==> config.mk <==
export PLATFORM = sky130hd
export DESIGN_NAME = scsi_regfront
export DESIGN_NICKNAME = d
export VERILOG_FILES = /design/src/rtl/scsi_regfront_pkg.sv /design/src/rtl/scsi_rf_cmd_gate.sv /design/src/rtl/scsi_rf_fifo.sv /design/src/rtl/scsi_rf_xcnt.sv /design/src/rtl/scsi_regfront.sv
export SDC_FILE = /design/constraint.sdc
export NUM_CORES = 1
export LEC_CHECK = 0
export BUFFER_PORTS_ARGS = -buffer_cell sky130_fd_sc_hd__buf_2
export CAP_MARGIN = 20
export CORE_MARGIN = 1
export CORE_UTILIZATION = 49
export CTS_BUF_LIST = sky130_fd_sc_hd__clkbuf_4 sky130_fd_sc_hd__clkbuf_8
export DETAILED_ROUTE_END_ITERATION = 6
export GPL_TIMING_DRIVEN = 1
export PLACE_DENSITY = 0.68
export SKIP_CTS_REPAIR_TIMING = 1
export SLEW_MARGIN = 20
export SYNTH_ARGS = -nofsm -noshare
export SYNTH_HDL_FRONTEND = slang
export SYNTH_SLANG_ARGS = --single-unit
==> constraint.sdc <==
create_clock -name clk -period 9.46 [get_ports clk]
set_clock_uncertainty 0.1 [all_clocks]
set_input_delay 1.892 -clock clk [delete_from_list [all_inputs] [get_ports clk]]
set_output_delay 1.892 -clock clk [all_outputs]
set_load 0.03 [all_outputs]
==> src/rtl/scsi_regfront_pkg.sv <==
package scsi_regfront_pkg;

    localparam int ADDR_W     = 6;
    localparam int IDX_W      = 4;
    localparam int TC_BYTES   = 3;
    localparam int TC_W       = 8 * TC_BYTES;
    localparam int FIFO_DEPTH = 16;

    typedef enum logic [1:0] {
        LINK_FREE = 2'b00,
        LINK_INIT = 2'b01,
        LINK_MSG  = 2'b10,
        LINK_RSVD = 2'b11
    } link_e;

    typedef enum logic [IDX_W-1:0] {
        RI_TC_LO  = 4'd0,
        RI_TC_MID = 4'd1,
        RI_FIFO   = 4'd2,
        RI_CMD    = 4'd3,
        RI_STAT   = 4'd4,
        RI_INTR   = 4'd5,
        RI_STEP   = 4'd6,
        RI_FLAGS  = 4'd7,
        RI_CFG1   = 4'd8,
        RI_TC_HI  = 4'd14
    } reg_idx_e;

    localparam logic [6:0] OP_FLUSH   = 7'h01;
    localparam logic [6:0] OP_CHIPRST = 7'h02;
    localparam logic [6:0] OP_BUSRST  = 7'h03;

    localparam int IRQ_ILLEGAL = 6;
    localparam int IRQ_BUSRST  = 7;
    localparam int CFG1_QUIET  = 6;

    typedef struct packed {
        logic       dma;
        logic [6:0] code;
    } cmd_t;

    function automatic logic cmd_allowed(logic [6:0] c, link_e st);
        if (c <= 7'h03)
            return 1'b1;
        if (c >= 7'h10 && c <= 7'h1B)
            return (st == LINK_INIT) || (st == LINK_MSG);
        if (c >= 7'h20 && c <= 7'h2B)
            return st == LINK_MSG;
        if (c >= 7'h40 && c <= 7'h47)
            return st == LINK_FREE;
        return 1'b0;
    endfunction

endpackage

==> src/rtl/scsi_rf_cmd_gate.sv <==
module scsi_rf_cmd_gate
    import scsi_regfront_pkg::*;
(
    input  logic  cmd_wr,
    input  cmd_t  cmd_in,
    input  link_e link,
    input  logic  rst_report_off,
    output logic  legal,
    output logic  illegal,
    output logic  do_flush,
    output logic  do_chiprst,
    output logic  do_busrst_irq
);
    logic ok;

    always_comb begin
        ok            = cmd_allowed(cmd_in.code, link);
        legal         = cmd_wr && ok;
        illegal       = cmd_wr && !ok;
        do_flush      = legal && (cmd_in.code == OP_FLUSH);
        do_chiprst    = legal && (cmd_in.code == OP_CHIPRST);
        do_busrst_irq = legal && (cmd_in.code == OP_BUSRST) && !rst_report_off;
    end
endmodule

==> src/rtl/scsi_rf_fifo.sv <==
module scsi_rf_fifo #(
    parameter int DEPTH = 16,
    parameter int W     = 8,
    localparam int PTR_W = $clog2(DEPTH),
    localparam int CNT_W = PTR_W + 1
) (
    input  logic             clk,
    input  logic             rst,
    input  logic             clr,
    input  logic             push,
    input  logic             pop,
    input  logic [W-1:0]     din,
    output logic [W-1:0]     dout,
    output logic [CNT_W-1:0] count,
    output logic             full,
    output logic             empty
);
    logic [W-1:0]     mem [DEPTH];
    logic [PTR_W-1:0] wp, rp;

    assign full  = (count == CNT_W'(DEPTH));
    assign empty = (count == '0);
    assign dout  = mem[rp];

    always_ff @(posedge clk) begin
        if (push && !full)
            mem[wp] <= din;
    end

    always_ff @(posedge clk) begin
        if (rst || clr) begin
            wp    <= '0;
            rp    <= '0;
            count <= '0;
        end else begin
            if (push && !full)
                wp <= wp + 1'b1;
            if (pop && !empty)
                rp <= rp + 1'b1;
            count <= count + CNT_W'(push && !full) - CNT_W'(pop && !empty);
        end
    end
endmodule

==> src/rtl/scsi_rf_xcnt.sv <==
module scsi_rf_xcnt #(
    parameter int NB = 3,
    localparam int W = 8 * NB
) (
    input  logic          clk,
    input  logic          rst,
    input  logic          clr,
    input  logic [NB-1:0] ld_en,
    input  logic [7:0]    ld_byte,
    input  logic          dec,
    output logic [W-1:0]  count
);
    always_ff @(posedge clk) begin
        if (rst || clr) begin
            count <= '0;
        end else if (|ld_en) begin
            for (int b = 0; b < NB; b++)
                if (ld_en[b])
                    count[b*8 +: 8] <= ld_byte;
        end else if (dec && count != '0) begin
            count <= count - 1'b1;
        end
    end
endmodule

==> src/rtl/scsi_regfront.sv <==
module scsi_regfront
    import scsi_regfront_pkg::*;
(
    input  logic              clk,
    input  logic              rst,
    input  logic              host_wr,
    input  logic              host_rd,
    input  logic [ADDR_W-1:0] host_addr,
    input  logic [7:0]        host_wdata,
    output logic [7:0]        host_rdata,
    input  logic              seq_state_ld,
    input  logic [1:0]        seq_state_in,
    input  logic [2:0]        seq_step,
    input  logic [7:0]        seq_irq,
    input  logic              seq_xfer_done,
    input  logic [2:0]        bus_phase,
    input  logic              par_err,
    input  logic              xfer_strobe,
    output logic              cmd_strobe,
    output logic [6:0]        cmd_code,
    output logic              cmd_dma,
    output logic [7:0]        cfg1_out,
    output logic [7:0]        bus_id_out,
    output logic [7:0]        sel_timeout_out,
    output logic [7:0]        sync_period_out,
    output logic [7:0]        sync_offset_out
);
    localparam int FCNT_W = $clog2(FIFO_DEPTH) + 1;

    reg_idx_e          idx;
    logic [7:0]        cfg1_q, cmd_q, intr_q;
    logic              xdone_q, perr_q;
    link_e             link_q;
    logic [TC_W-1:0]   tc_q;
    logic [FCNT_W-1:0] fifo_cnt;
    logic [7:0]        fifo_dout;
    logic              fifo_full, fifo_empty;
    logic              wr_cmd, rd_intr;
    logic              legal, illegal, do_flush, do_chiprst, do_busrst_irq;
    cmd_t              cmd_in;
    logic [7:0]        status, fflags, intr_set;

    assign idx     = reg_idx_e'(host_addr[ADDR_W-1:2]);
    assign wr_cmd  = host_wr && idx == RI_CMD;
    assign rd_intr = host_rd && idx == RI_INTR;
    assign cmd_in  = cmd_t'(host_wdata);

    scsi_rf_cmd_gate u_gate (
        .cmd_wr        (wr_cmd),
        .cmd_in        (cmd_in),
        .link          (link_q),
        .rst_report_off(cfg1_q[CFG1_QUIET]),
        .legal         (legal),
        .illegal       (illegal),
        .do_flush      (do_flush),
        .do_chiprst    (do_chiprst),
        .do_busrst_irq (do_busrst_irq)
    );

    scsi_rf_fifo #(.DEPTH(FIFO_DEPTH), .W(8)) u_fifo (
        .clk  (clk),
        .rst  (rst),
        .clr  (do_chiprst || do_flush),
        .push (host_wr && idx == RI_FIFO),
        .pop  (host_rd && idx == RI_FIFO),
        .din  (host_wdata),
        .dout (fifo_dout),
        .count(fifo_cnt),
        .full (fifo_full),
        .empty(fifo_empty)
    );

    scsi_rf_xcnt #(.NB(TC_BYTES)) u_xcnt (
        .clk    (clk),
        .rst    (rst),
        .clr    (do_chiprst),
        .ld_en  ({host_wr && idx == RI_TC_HI, host_wr && idx == RI_TC_MID,
                  host_wr && idx == RI_TC_LO}),
        .ld_byte(host_wdata),
        .dec    (xfer_strobe),
        .count  (tc_q)
    );

    always_comb begin
        intr_set = seq_irq;
        intr_set[IRQ_ILLEGAL] = intr_set[IRQ_ILLEGAL] | illegal;
        intr_set[IRQ_BUSRST]  = intr_set[IRQ_BUSRST]  | do_busrst_irq;
    end

    always_ff @(posedge clk) begin
        if (rst || do_chiprst) begin
            cfg1_q          <= '0;
            cmd_q           <= '0;
            intr_q          <= '0;
            xdone_q         <= 1'b0;
            perr_q          <= 1'b0;
            link_q          <= LINK_FREE;
            bus_id_out      <= '0;
            sel_timeout_out <= '0;
            sync_period_out <= '0;
            sync_offset_out <= '0;
        end else begin
            intr_q  <= (rd_intr ? 8'h00 : intr_q) | intr_set;
            xdone_q <= (xdone_q && !rd_intr) || seq_xfer_done;
            perr_q  <= (perr_q && !rd_intr) || par_err;
            if (seq_state_ld)
                link_q <= link_e'(seq_state_in);
            if (host_wr) begin
                unique case (idx)
                    RI_CMD:   cmd_q           <= host_wdata;
                    RI_CFG1:  cfg1_q          <= host_wdata;
                    RI_STAT:  bus_id_out      <= host_wdata;
                    RI_INTR:  sel_timeout_out <= host_wdata;
                    RI_STEP:  sync_period_out <= host_wdata;
                    RI_FLAGS: sync_offset_out <= host_wdata;
                    default: ;
                endcase
            end
        end
    end

    always_ff @(posedge clk) begin
        if (rst) begin
            cmd_strobe <= 1'b0;
            cmd_code   <= '0;
            cmd_dma    <= 1'b0;
        end else begin
            cmd_strobe <= legal;
            if (legal) begin
                cmd_code <= cmd_in.code;
                cmd_dma  <= cmd_in.dma;
            end
        end
    end

    assign status   = {intr_q != 8'h00, 1'b0, perr_q, tc_q == '0, xdone_q, bus_phase};
    assign fflags   = {seq_step, 5'(fifo_cnt)};
    assign cfg1_out = cfg1_q;

    always_comb begin
        unique case (idx)
            RI_TC_LO:  host_rdata = tc_q[7:0];
            RI_TC_MID: host_rdata = tc_q[15:8];
            RI_TC_HI:  host_rdata = tc_q[23:16];
            RI_FIFO:   host_rdata = fifo_empty ? 8'h00 : fifo_dout;
            RI_CMD:    host_rdata = cmd_q;
            RI_STAT:   host_rdata = status;
            RI_INTR:   host_rdata = intr_q;
            RI_STEP:   host_rdata = {5'b0, seq_step};
            RI_FLAGS:  host_rdata = fflags;
            RI_CFG1:   host_rdata = cfg1_q;
            default:   host_rdata = 8'h00;
        endcase
    end
endmodule

==> impl_metrics.ini, run 1 <==
[global_route]
grt_first_pass_wirelength_mm = 40.8
grt.total_usage_pct = 24.4
gr_overflow_total = 0
grt_antenna_before_repair = 0
grt_use_met3_pct = 5.15
busiest_layer = met2
grt_pass1_vias = 7174
met1_usage_pct = 35.4
grtUsageMet2_pct = 37.1
grt_start_max_net_pins = 72

[route]
drtPass1Iterations = 6
wl_per_cell_um = 20.7
initial_drt_markers = 632
detail_route.vias_per_cell = 5.85
number_of_routed_nets_with_antenna_violations = 0
drc = 0
drt_wl_total_mm = 26.9
vias = 7601

[setup_path]
data_required_time_of_the_critical_path_ns = 7.47
endpoint_kind = output port
timing.critical_path.arrival_ns = 4.02
critical_path.startpoint_type = input port
critical_path_class = in2out
worstPathMaxFanout = 23

[logic_synthesis]
postSynthNetCount = 960
post_synth_num_cell_types = 66
synth_edf_count = 128
mappedNetlistArea_sq_um = 10500
dominantRegCellSynth = edfxtp_1
synth-seq-area-share_pct = 57.3
cell_count_after_synthesis = 907
async_reset_ff_share_pct = 0
avg_cell_area_syn_sq_um = 11.6
ys_warn_count = 0
synth_seq_cells = 238

[clock_tree]
clk_transition_reported_paths_ns = 0.06
cts.sinks = 238
cts_root_buf = clkbuf_8
clk-insertion-delay-late_ns = 0.56
tritoncts = built
ctsLongestPathBuffers = 3
cts_inserted_buffers = 40
h-tree-depth = 2

[placed_design]
dpl-instance-area_sq_um = 11200
place.gp.congestion = 0.945
port-buffer-count = 92
placed_wire_length_estimate_after_detailed_placement_mm = 17.4
dp_slack_ns = 3.57

[floorplan]
design.die.area_sq_um = 22100
initial_core_utilization_pct = 50.0
num_io_pins = 95
core-area_sq_um = 21100
floorplan.die.height_um = 149
die_x_um = 149
number_of_standard_cell_rows_in_the_floorplan = 53

[timing]
max-slew-margin-rel_pct = 32.4
timing.hold.ws_ns = 0.354
number_of_failing_setup_endpoints_in_the_final_timing_report = 0
setup_repair_after_global_routing_missed_its_margin = false
fmax_ghz = 0.166
worst_slack_ns = 3.45
maxSlewViolCount = 0
tightest_slew_ns = 1.01
final_hold_viol_count = 0
fin_tns_setup_ns = 0
final.period_utilization_pct = 63.5
period_minus_slack_ns = 6.01

[pwr]
vdd.ir_drop.worst_uv = 138
power_density_nw_per_um2 = 235
static-leakage-power_nw = 4.34

[hold_path]
min-delay-path-class = reg2reg

[cells_and_area]
insertedDiodeCount = 0
layout.nets = 1045
total_non_filler_cell_area_in_the_finished_layout_sq_um = 12000
layout_overhead_on_the_synthesized_area_pct = 14.0
drive_gt1_share_pct = 21.4

[run]
max_cap_violations = 0

[status]
status = complete, no violations
[per-stage QoR]
stage / utilization [%] / power (mW) / instances
2_1_floorplan: - / 1.70 / 907
3_3_place_gp: 52.9 / 1.85 / 1225
3_5_place_dp: 52.9 / 1.85 / 1225
4_1_cts: 57.0 / 2.82 / 1299
5_1_grt: 57.0 / 2.96 / 1299
6_report: 57.0 / 2.82 / 1299
[flip-flops by register name (all words and copies together), names as in the netlist, 5 cells and up, named ones only]
name	count
u_fifo.count	5
cmd_q	8
cmd_code	7
cfg1_out	8
sync_offset_out	8
sel_timeout_out	8
sync_period_out	8
bus_id_out	8
u_fifo.mem	128
intr_q	8
u_xcnt.count	24
[where the power goes]
group / internal (mW) / leakage (nW) / switching [mW]
Combinational: 0.231 / 1.84 / 0.385
Clock: 0.546 / 0.457 / 0.426
Sequential: 1.15 / 2.05 / 0.0901
[path summary, 6_finish.rpt]
kind,start,endpoint,slack (ns),cells past startpoint
worst min register to register,bus_id_out[0],bus_id_out[0],0.35,2
worst max-delay path,host_addr[2],host_rdata[7],3.45,8
worst min-delay path,bus_id_out[0],bus_id_out[0],0.35,2
worst max register to register,u_fifo.count[3],u_fifo.count[4],6.01,16
[routing by layer]
| metal | vias up | part of all wire [%] |
|---|---|---|
| li1 | 3528 | - |
| met1 | 3689 | 45 |
| met2 | 346 | 46 |
| met3 | 38 | 8.3 |
| met4 | 0 | 1.4 |
| met5 | - | 0 |
[cells by family (layout without fill, tap and decap cells)]
kind of cell | count (synthesis) | count (layout) | share of synthesized area, %
and+or+nand+nor | 304 | 304 | 13.8
DFF | 238 | 238 | 57.3
AOI/OAI and AO/OA | 176 | 176 | 10.3
buffers and inverters | 83 | 200 | 3.43
muxes | 80 | 80 | 12.4
adders and majority gates | 15 | 15 | 1.85
xor gates and xnor gates | 11 | 11 | 0.913
[cells in the mapped netlist (5+ instances only)]
library cell  number  area, sq um
mux4_2            40          901
clkbuf_1          34          128
nor4_1             6         37.5
nand2_1           89          334
nand4_1            8         50.1
xor2_1             7         61.3
and2_1            19          119
a22oi_1            6         45.0
a21oi_1           79          395
nor2b_1            5         31.3
inv_1             27          101
nor3_1            15         75.1
buf_2             10         50.1
nand2b_1          13         81.3
a32oi_1            5         43.8
nor2_1            90          338
buf_4             10         75.1
a21o_1             5         37.5
mux2i_1           38          380
dfxtp_1          110         2200
o21ai_0           37          185
edfxtp_1         128         3840
ha_1              14          175
or4_1              5         37.5
nand3_1           33          165
[critical path: stages]
cell and delay (ns):
buf_2 0.39, nand2b_1 0.19, nor3_1 0.70, nand2_1 0.15, o221ai_1 0.11, a221oi_1 0.09, o21ai_0 0.20, buf_2 0.28
[final cells by class]
class,count,area [sq um]
clock buffer,62,759
inverter,27,101
sequential,238,6050
timing repair buffer,99,513
tap,275,344
multi-input combinational,586,4150
fill,1800,9060
clock inverter,12,110
[cell usage in the layout (no fill, tap or decap), types with 27 or more instances in the layout]
| master | Yosys | layout |
|---|---|---|
| nand3_1 | 33 | 33 |
| clkbuf_8 | 0 | 47 |
| nor2_1 | 90 | 90 |
| a21oi_1 | 79 | 79 |
| o21ai_0 | 37 | 37 |
| buf_2 | 10 | 92 |
| inv_1 | 27 | 27 |
| nand2_1 | 89 | 89 |
| mux2i_1 | 38 | 38 |
| dfxtp_1 | 110 | 108 |
| edfxtp_1 | 128 | 128 |
| mux4_2 | 40 | 40 |
No activity file was read; power rests on OpenSTA's default activity.
==> run 2, diff against run 1 <==
--- a/config.mk
+++ b/config.mk
@@ -5,6 +5,7 @@
 export SDC_FILE = /design/constraint.sdc
 export NUM_CORES = 1
 export LEC_CHECK = 0
+export ABC_AREA = 1
 export BUFFER_PORTS_ARGS = -buffer_cell sky130_fd_sc_hd__buf_2
 export CAP_MARGIN = 20
 export CORE_MARGIN = 1
==> constraint.sdc (replaced) <==
create_clock -name clk -period 6 [get_ports clk]
set_clock_uncertainty 0.1 [all_clocks]
set_input_delay 1.2 -clock clk [delete_from_list [all_inputs] [get_ports clk]]
set_output_delay 1.2 -clock clk [all_outputs]
set_load 0.03 [all_outputs]
==> impl_metrics.ini, run 2 <==
[route]
drtPass1Iterations = 7
number_of_routed_nets_with_antenna_violations = 0
initial_drt_markers = 941
vias = 9363
detail_route.vias_per_cell = 5.46
drc = 4
drt_wl_total_mm = 29.6
wl_per_cell_um = 17.3

[setup_path]
cp_top_family = buffers and inverters
timing.rr.start = u_fifo.count[3]
critical_path.startpoint_type = register
cpMostUsedCell = nand2_1
cp_cell_sequence = buf_4 -> clkinv_1 -> buf_8 -> nor2_1 -> o21ai_0 -> o211ai_1 -> nand3_1 -> nand2_1 -> nand2_1 -> nand2_1 -> buf_2
timing.critical_path.arrival_ns = 3.21
endpoint = host_rdata[4]
worstPathMaxFanout = 31
slowest_stage_cell_on_the_critical_path = clkinv_1
worst-r2r-cell-count = 14
timing.critical_path.slowest_cell_delay_ns = 0.67
rr_endpoint = u_fifo.count[4]
data_required_time_of_the_critical_path_ns = 4.70
path_depth = 11
endpoint_kind = output port
setup.reg_to_reg.worst_slack_ns = 3.30
critical_path_class = reg2out
worstPathBufferInverterCount = 4

[pwr]
power.total_mw = 3.84
power_frac_comb_pct = 13.8
p_switching_mw = 1.07
vdd.ir_drop.worst_uv = 267
power_density_nw_per_um2 = 307
power_report.internal_total_mw = 2.77
p_seq_share_pct = 46.9
power.switching_fraction_pct = 27.8
static-leakage-power_nw = 5.09
clockPowerShare_pct = 39.3

[timing]
period_minus_slack_ns = 4.51
final_hold_viol_count = 0
max-slew-margin-rel_pct = 38.6
number_of_failing_setup_endpoints_in_the_final_timing_report = 0
tightest_slew_ns = 0.920
final.period_utilization_pct = 75.2
timing.hold.ws_ns = 0.357
maxSlewViolCount = 0
fin_tns_setup_ns = 0
fmax_ghz = 0.222
setup_repair_after_global_routing_missed_its_margin = false
worst_slack_ns = 1.49

[cells_and_area]
layout.core_utilization_pct = 56.7
drive_gt1_share_pct = 14.1
ff_latch_area_sq_um = 6050
layout.cells.most_common = nand2_1
final_cell_mix = nand2_1 (406), nand3_1 (159), edfxtp_1 (128), nor2_1 (123), dfxtp_1 (109)
fill_cells = 2007
largest_registers = u_fifo.mem: 128 flops, u_xcnt.count: 24 flops
multi_input_area_sq_um = 4390
max_reg_flops = 128
largest-register = u_fifo.mem
layout_overhead_on_the_synthesized_area_pct = 12.8
layout.nets = 1459

[floorplan]
design.die.area_sq_um = 23200
initial_core_utilization_pct = 50.3
num_io_pins = 95
core-area_sq_um = 22000
floorplan.die.height_um = 152
die_x_um = 152
number_of_standard_cell_rows_in_the_floorplan = 54

[logic_synthesis]
cell_count_after_synthesis = 1325
postSynthNetCount = 1378
synthMuxAreaShare_pct = 0
ys_warn_count = 0
yosysTopAreaCellShare_pct = 34.7
post_synth_num_cell_types = 40
synth-compound-area-share_pct = 8.14
mappedNetlistArea_sq_um = 11100
post_synth_xor_area_fraction_pct = 1.11
async_reset_ff_share_pct = 0
avg_cell_area_syn_sq_um = 8.36
synthAdderAreaFrac_pct = 1.76
synth.most_common_cell = nand2_1
netlist_top_cells_count = nand2_1 (406), nand3_1 (159), edfxtp_1 (128)
synth_edf_count = 128
synthDominantAreaCellType = edfxtp_1
synth_top_family_by_area = simple AND/OR/NAND/NOR gates
synth-seq-area-share_pct = 54.6
dominantRegCellSynth = edfxtp_1
synth_seq_cells = 238
synthTopCellsByArea = edfxtp_1 (35%), dfxtp_1 (20%), nand2_1 (14%)
yosys.area_share.simple_pct = 28.6

[global_route]
grt.total_usage_pct = 25.3
grt_start_max_net_pins = 71
grt_pass1_vias = 8575
gr_overflow_total = 0
grt_antenna_before_repair = 0
grt_first_pass_wirelength_mm = 46.2

[clock_tree]
cts_inserted_buffers = 39
tritoncts = built
h-tree-depth = 2
clk-insertion-delay-late_ns = 0.54
cts_root_buf = clkbuf_8
ctsLongestPathBuffers = 3
clk_transition_reported_paths_ns = 0.06
cts.sinks = 238

[hold_path]
min-delay-path-class = reg2reg

[placed_design]
dp_slack_ns = 1.74
placed_wire_length_estimate_after_detailed_placement_mm = 19.3
port-buffer-count = 92
place.gp.congestion = 0.930

[status]
violated_checks = DRC
status = finished, violations left

[run]
max_cap_violations = 0
[run 2: worst min-delay path, cell delays in order (launching register included)]
cell and delay, ns:
dfxtp_1 0.31, nand2_1 0.06, a21oi_1 0.05
[run 2: area by class of cell]
cell class / count / area share, %
Antenna cell: 1 / 0.0200
Clock buffer: 51 / 5.27
Clock inverter: 19 / 1.40
Inverter: 95 / 2.86
Multi-Input combinational cell: 933 / 35.1
Sequential cell: 238 / 48.4
Tap cell: 280 / 2.80
Timing Repair Buffer: 99 / 4.16
[run 2: power by group through the flow]
stage / clock (mW) / combinational (mW) / sequential (mW)
finish: 1.51 / 0.529 / 1.80
global route: 1.59 / 0.601 / 1.81
CTS: 1.53 / 0.524 / 1.80
detailed placement: 0 / 0.521 / 1.83
global placement: 0 / 0.514 / 1.83
floorplan: 0 / 0.394 / 1.83
[run 2: cells by family (layout without fill, tap and decap cells)]
family / count (synthesis) / after routing
flops: 238 / 238
xor+xnor: 14 / 14
fa+ha+maj: 15 / 15
simple gates: 739 / 739
other cells: 0 / 1
buf+inv: 154 / 264
compound gates: 165 / 165
[run 2: worst min-delay path by stage]
stage | end | start | cells after the start | slack [ns]
after CTS | bus_id_out[2] | bus_id_out[2] | 2 | 0.36
after global routing | bus_id_out[1] | bus_id_out[1] | 2 | 0.38
after global placement | sync_offset_out[4] | sync_offset_out[4] | 2 | 0.35
final | bus_id_out[2] | bus_id_out[2] | 2 | 0.36
after detailed placement | bus_id_out[2] | bus_id_out[2] | 2 | 0.35
after floorplan | cmd_q[2] | cmd_q[2] | 2 | 0.34
[run 2: through the flow]
stage	cells	cell area, sq um
floorplan	1325	11100
global placement	1644	11600
detailed placement	1644	11600
CTS	1714	12500
global route	1715	12500
finish	1716	12500
[run 2: layer usage]
metal	wire length, um	track usage [%]	up-vias
met1	12700	33.8	4347
met2	13700	41.4	374
met3	2470	5.15	68
li1	-	-	4574
met5	0	0	-
met4	787	8.16	0
